$ cat src/rtl/sdp_ram_pkg.sv
package sdp_ram_pkg;
  localparam int unsigned LANE_W = 9;

  typedef enum logic [1:0] {
    RDW_OLD      = 2'd0,
    RDW_NEW      = 2'd1,
    RDW_DONTCARE = 2'd2
  } rdw_mode_e;
endpackage

$ cat src/rtl/sdp_ram_store.sv
module sdp_ram_store
  import sdp_ram_pkg::*;
#(
  parameter int unsigned LANES  = 2,
  parameter int unsigned ADDR_W = 5
) (
  input  logic                    clk_i,
  input  logic                    wr_en_i,
  input  logic [LANES-1:0]        wr_be_i,
  input  logic [ADDR_W-1:0]       wr_addr_i,
  input  logic [LANES*LANE_W-1:0] wr_data_i,
  input  logic [ADDR_W-1:0]       rd_addr_i,
  output logic [LANES*LANE_W-1:0] rd_word_o
);
  localparam int unsigned DW    = LANES * LANE_W;
  localparam int unsigned DEPTH = 1 << ADDR_W;

  logic [DW-1:0] mem_q [DEPTH];

  always_ff @(posedge clk_i) begin
    if (wr_en_i) begin
      for (int l = 0; l < LANES; l++) begin
        if (wr_be_i[l]) mem_q[wr_addr_i][l*LANE_W +: LANE_W] <= wr_data_i[l*LANE_W +: LANE_W];
      end
    end
  end

  assign rd_word_o = mem_q[rd_addr_i];
endmodule

$ cat src/rtl/sdp_ram_rdw.sv
module sdp_ram_rdw
  import sdp_ram_pkg::*;
#(
  parameter int unsigned LANES = 2,
  parameter rdw_mode_e   RDW   = RDW_OLD
) (
  input  logic [LANES*LANE_W-1:0] stored_i,
  input  logic                    wr_en_i,
  input  logic [LANES-1:0]        wr_be_i,
  input  logic [LANES*LANE_W-1:0] wr_data_i,
  input  logic                    addr_hit_i,
  output logic [LANES*LANE_W-1:0] next_o
);
  localparam int unsigned DW = LANES * LANE_W;

  logic [DW-1:0] merged;
  logic          collide;

  assign collide = wr_en_i & addr_hit_i;

  for (genvar l = 0; l < LANES; l++) begin : g_lane
    assign merged[l*LANE_W +: LANE_W] = wr_be_i[l] ? wr_data_i[l*LANE_W +: LANE_W]
                                                   : stored_i[l*LANE_W +: LANE_W];
  end

  if (RDW == RDW_NEW) begin : g_new
    assign next_o = collide ? merged : stored_i;
  end else if (RDW == RDW_DONTCARE) begin : g_dc
    logic unused_merge;
    assign unused_merge = ^merged;
    assign next_o = collide ? {DW{1'bx}} : stored_i;
  end else begin : g_old
    logic unused_merge;
    assign unused_merge = ^{merged, collide};
    assign next_o = stored_i;
  end
endmodule

$ cat src/rtl/sdp_ram_rdreg.sv
module sdp_ram_rdreg #(
  parameter int unsigned DW = 18
) (
  input  logic          clk_i,
  input  logic          rst_ni,
  input  logic          en_i,
  input  logic [DW-1:0] d_i,
  output logic [DW-1:0] q_o
);
  always_ff @(posedge clk_i or negedge rst_ni) begin
    if (!rst_ni)   q_o <= '0;
    else if (en_i) q_o <= d_i;
  end
endmodule

$ cat src/rtl/sdp_ram_be.sv
module sdp_ram_be
  import sdp_ram_pkg::*;
#(
  parameter int unsigned LANES  = 2,
  parameter int unsigned ADDR_W = 5,
  parameter rdw_mode_e   RDW    = RDW_OLD
) (
  input  logic                    clk_i,
  input  logic                    rst_ni,
  input  logic                    wr_en_i,
  input  logic [LANES-1:0]        wr_be_i,
  input  logic [ADDR_W-1:0]       wr_addr_i,
  input  logic [LANES*LANE_W-1:0] wr_data_i,
  input  logic                    rd_en_i,
  input  logic [ADDR_W-1:0]       rd_addr_i,
  output logic [LANES*LANE_W-1:0] rd_data_o
);
  localparam int unsigned DW = LANES * LANE_W;

  logic [DW-1:0] stored;
  logic [DW-1:0] next_rd;

  sdp_ram_store #(.LANES(LANES), .ADDR_W(ADDR_W)) store_i (
    .clk_i     (clk_i),
    .wr_en_i   (wr_en_i),
    .wr_be_i   (wr_be_i),
    .wr_addr_i (wr_addr_i),
    .wr_data_i (wr_data_i),
    .rd_addr_i (rd_addr_i),
    .rd_word_o (stored)
  );

  sdp_ram_rdw #(.LANES(LANES), .RDW(RDW)) rdw_i (
    .stored_i   (stored),
    .wr_en_i    (wr_en_i),
    .wr_be_i    (wr_be_i),
    .wr_data_i  (wr_data_i),
    .addr_hit_i (wr_addr_i == rd_addr_i),
    .next_o     (next_rd)
  );

  sdp_ram_rdreg #(.DW(DW)) rdreg_i (
    .clk_i  (clk_i),
    .rst_ni (rst_ni),
    .en_i   (rd_en_i),
    .d_i    (next_rd),
    .q_o    (rd_data_o)
  );
endmodule

$ cat config.mk
export PLATFORM = sky130hd
export DESIGN_NAME = sdp_ram_be
export DESIGN_NICKNAME = d
export VERILOG_FILES = /design/src/rtl/sdp_ram_pkg.sv /design/src/rtl/sdp_ram_store.sv /design/src/rtl/sdp_ram_rdw.sv /design/src/rtl/sdp_ram_rdreg.sv /design/src/rtl/sdp_ram_be.sv
export SDC_FILE = /design/constraint.sdc
export NUM_CORES = 1
export LEC_CHECK = 0
export ABC_AREA = 1
export BUFFER_PORTS_ARGS = -buffer_cell sky130_fd_sc_hd__buf_2
export CAP_MARGIN = 30
export CORE_UTILIZATION = 52
export DETAILED_ROUTE_END_ITERATION = 10
export HOLD_SLACK_MARGIN = 0.06
export PLACE_DENSITY = 0.76
export SKIP_CTS_REPAIR_TIMING = 1
export SLEW_MARGIN = 20
export SYNTH_ARGS = -nofsm -noshare
export SYNTH_HDL_FRONTEND = slang
export SYNTH_SLANG_ARGS = --single-unit
export TNS_END_PERCENT = 10
$ cat constraint.sdc
create_clock -name clk_i -period 3.4 [get_ports clk_i]
set_clock_uncertainty 0.2 [all_clocks]
set_input_delay 0.51 -clock clk_i [delete_from_list [all_inputs] [get_ports clk_i]]
set_output_delay 0.51 -clock clk_i [all_outputs]
set_load 0.005 [all_outputs]
==> results.yml <==
synthesis:
  synth_seq_cells: 594
  yosysWarningCount: 0
  netlist_area_um2: 24200
  syn-num-nets: 2111
  synth_seq_area_share_pct: 73.3
  yosysUniqueCellTypes: 17
  syn_avg_cell_area_um2: 11.7
  synthCells: 2077
outcome:
  run_status: "completed"
grt:
  grt_pass1_vias: 15400
  antenna_found_initial: 6
  grt_usage_pct: 24.9
  grt_max_degree: 147
  grt_pass1_wl_um: 89400
  gr-total-overflow: 0
hold_path:
  worstHoldEndpoint: "rdreg_i.q_o[5]$_DFFE_PN0P_"
  holdCritPathClass: "in -> reg"
  worstHoldPathCells: 4
  hp-start: "rd_en_i"
finish:
  fillCellCount: 3499
  fin_nets: 2182
  final_cell_mix: "nand2_1, edfxtp_1, nand3_1, buf_4, clkbuf_16"
  final-seq-area_um2: 17700
  area_delta_synth_final_pct: 11.8
  final_common_cell: "nand2_1"
  multiInputGateArea_um2: 5670
  fin_area_um2: 27100
  drive_gt1_share_pct: 10.1
drt:
  drc: 0
  wl_um: 58300
  num_vias: 16300
  firstDrtPassIters: 6
  ant_nets: 0
  topRoutingLayerUsed: "met5"
  drtIter0Drc: 2034
  wl_met2_um: 27700
  routed_via_density: 5.82
  wl_per_cell_um: 20.9
  met1_length_um: 23100
  route.met3.wl_um: 6000
sta:
  slew_headroom_pct: 36.2
  max_freq_mhz: 464
  period_share_pct: 63.4
  final-max-slew-violation-count: 0
  setup_viol: 0
  rsz0062_at_grt: "false"
  fin_setup_tns_ns: 0
  final-hold-violation-count: 0
  worst_slack_ns: 1.24
  hold_ws_ns: 0.249
  period_minus_slack_ns: 2.16
  tightestPinTransition_ns: 0.957
setup_path:
  required_ns: 3.72
  reg2reg_from: "store_i.mem_q[19][7]$_DFFE_PP_"
  start_kind: "input pin"
  rr_endpoint: "rdreg_i.q_o[7]$_DFFE_PN0P_"
  cp_max_fo: 81
  cp.arrival_ns: 2.48
  crit_type: "in -> reg"
  cp-end-kind: "register"
  r2r_setup_slack_ns: 1.91
  ff2ff_path_depth: 8
power:
  p_leak_nw: 9.97
  irDropWorstVdd_mv: 0.412
  power-per-cell-area_nw_per_um2: 555
placed_design:
  dp_hpwl_um: 34900
  numPortBuffers: 51
  post_dp_cell_area_um2: 25300
  place.gp.congestion: 0.846
  pre_cts_ws_ns: 0.722
clock_network:
  cts_tree: "yes"
  root_buffer: "clkbuf_16"
  htree_levels: 2
  numClockSinks: 594
  cts.path.max_buffers: 3
  insertion_delay_ns: 0.59
  path_clk_slew_ns: 0.06
  numCtsBuffers: 54
floorplanning:
  die_w_um: 218
  core-area_um2: 45700
  dieArea_um2: 47400
  start_util_pct: 53.0
  pin_count: 52
  rows: 78
  die_h_um: 218
job:
  cap_violations: 0
synth_stat cells (all sizes together):
master,count,area share [%]
nand2,777,12
edfxtp,576,71
nand3,488,10
buf,102,2.5
nor2,36,0.56
nor3,36,0.74
clkbuf,27,0.42
dfrtp,18,1.9
inv,13,0.23
clkinv,4,0.062
where the power goes:
part           total (mW)  internal, mW  switching [mW]  leakage (nW)
Clock                5.92          3.43            2.49         0.854
Sequential           8.16          8.10          0.0541          5.40
Combinational       0.954         0.253           0.701          3.72
Total                15.0          11.8            3.25          9.97
final cells by class:
| type | instances | share of cell area (%) |
|---|---|---|
| Sequential cell | 594 | 65.6 |
| Multi-Input combinational cell | 1337 | 21.0 |
| Clock buffer | 77 | 5.66 |
| Timing Repair Buffer | 144 | 3.97 |
| Tap cell | 600 | 2.77 |
| Clock inverter | 24 | 0.781 |
| Inverter | 17 | 0.273 |
| Antenna cell | 2 | 0.0185 |
sequential cells by signal (all words and copies together), names as in the netlist:
register and flops:
rdreg_i.q_o 18, store_i.mem_q 576
per-layer routing:
metal  global-route usage [%]  vias up
met5                        0        -
met4                     7.93        6
met3                     4.77      107
met2                     39.4      933
met1                     35.0     7804
li1                         -     7410
worst max-delay path, stage by stage:
cell and delay [ns]:
clkbuf_8 0.26, inv_8 0.45, buf_4 0.37, nand2_1 0.10
nand3_1 0.10, nand3_1 0.09, nand2_1 0.14, nand2_1 0.08
nand3_1 0.11, nand3_1 0.08, nand2_1 0.06
stage by stage:
stage,total power [mW],std cells,util [%]
after floorplan,8.84,2077,-
after CTS,15.1,2792,59.2
after detailed placement,9.25,2691,55.4
after global placement,9.22,2690,55.4
final,15.0,2795,59.3
after global routing,15.5,2794,59.3
worst max-delay path by stage:
stage / end / slack, ns / startpoint / depth (start not counted)
floorplan: store_i.mem_q[10][0]$_DFFE_PP_ / 1.12 / wr_addr_i[1] / 4
finish: rdreg_i.q_o[15]$_DFFE_PN0P_ / 1.24 / rd_addr_i[0] / 11
CTS: rdreg_i.q_o[3]$_DFFE_PN0P_ / 1.29 / rd_addr_i[0] / 11
detailed placement: rdreg_i.q_o[6]$_DFFE_PN0P_ / 0.72 / rd_addr_i[0] / 11
global placement: rdreg_i.q_o[7]$_DFFE_PN0P_ / 0.75 / rd_addr_i[0] / 11
global route: rdreg_i.q_o[10]$_DFFE_PN0P_ / 1.12 / rd_addr_i[0] / 11
cell families after synthesis:
group	Yosys count	synth area share, %
buf+inv	146	3.25
flops	594	73.3
simple gates	1337	23.4
No activity file was read; power rests on OpenSTA's default activity.
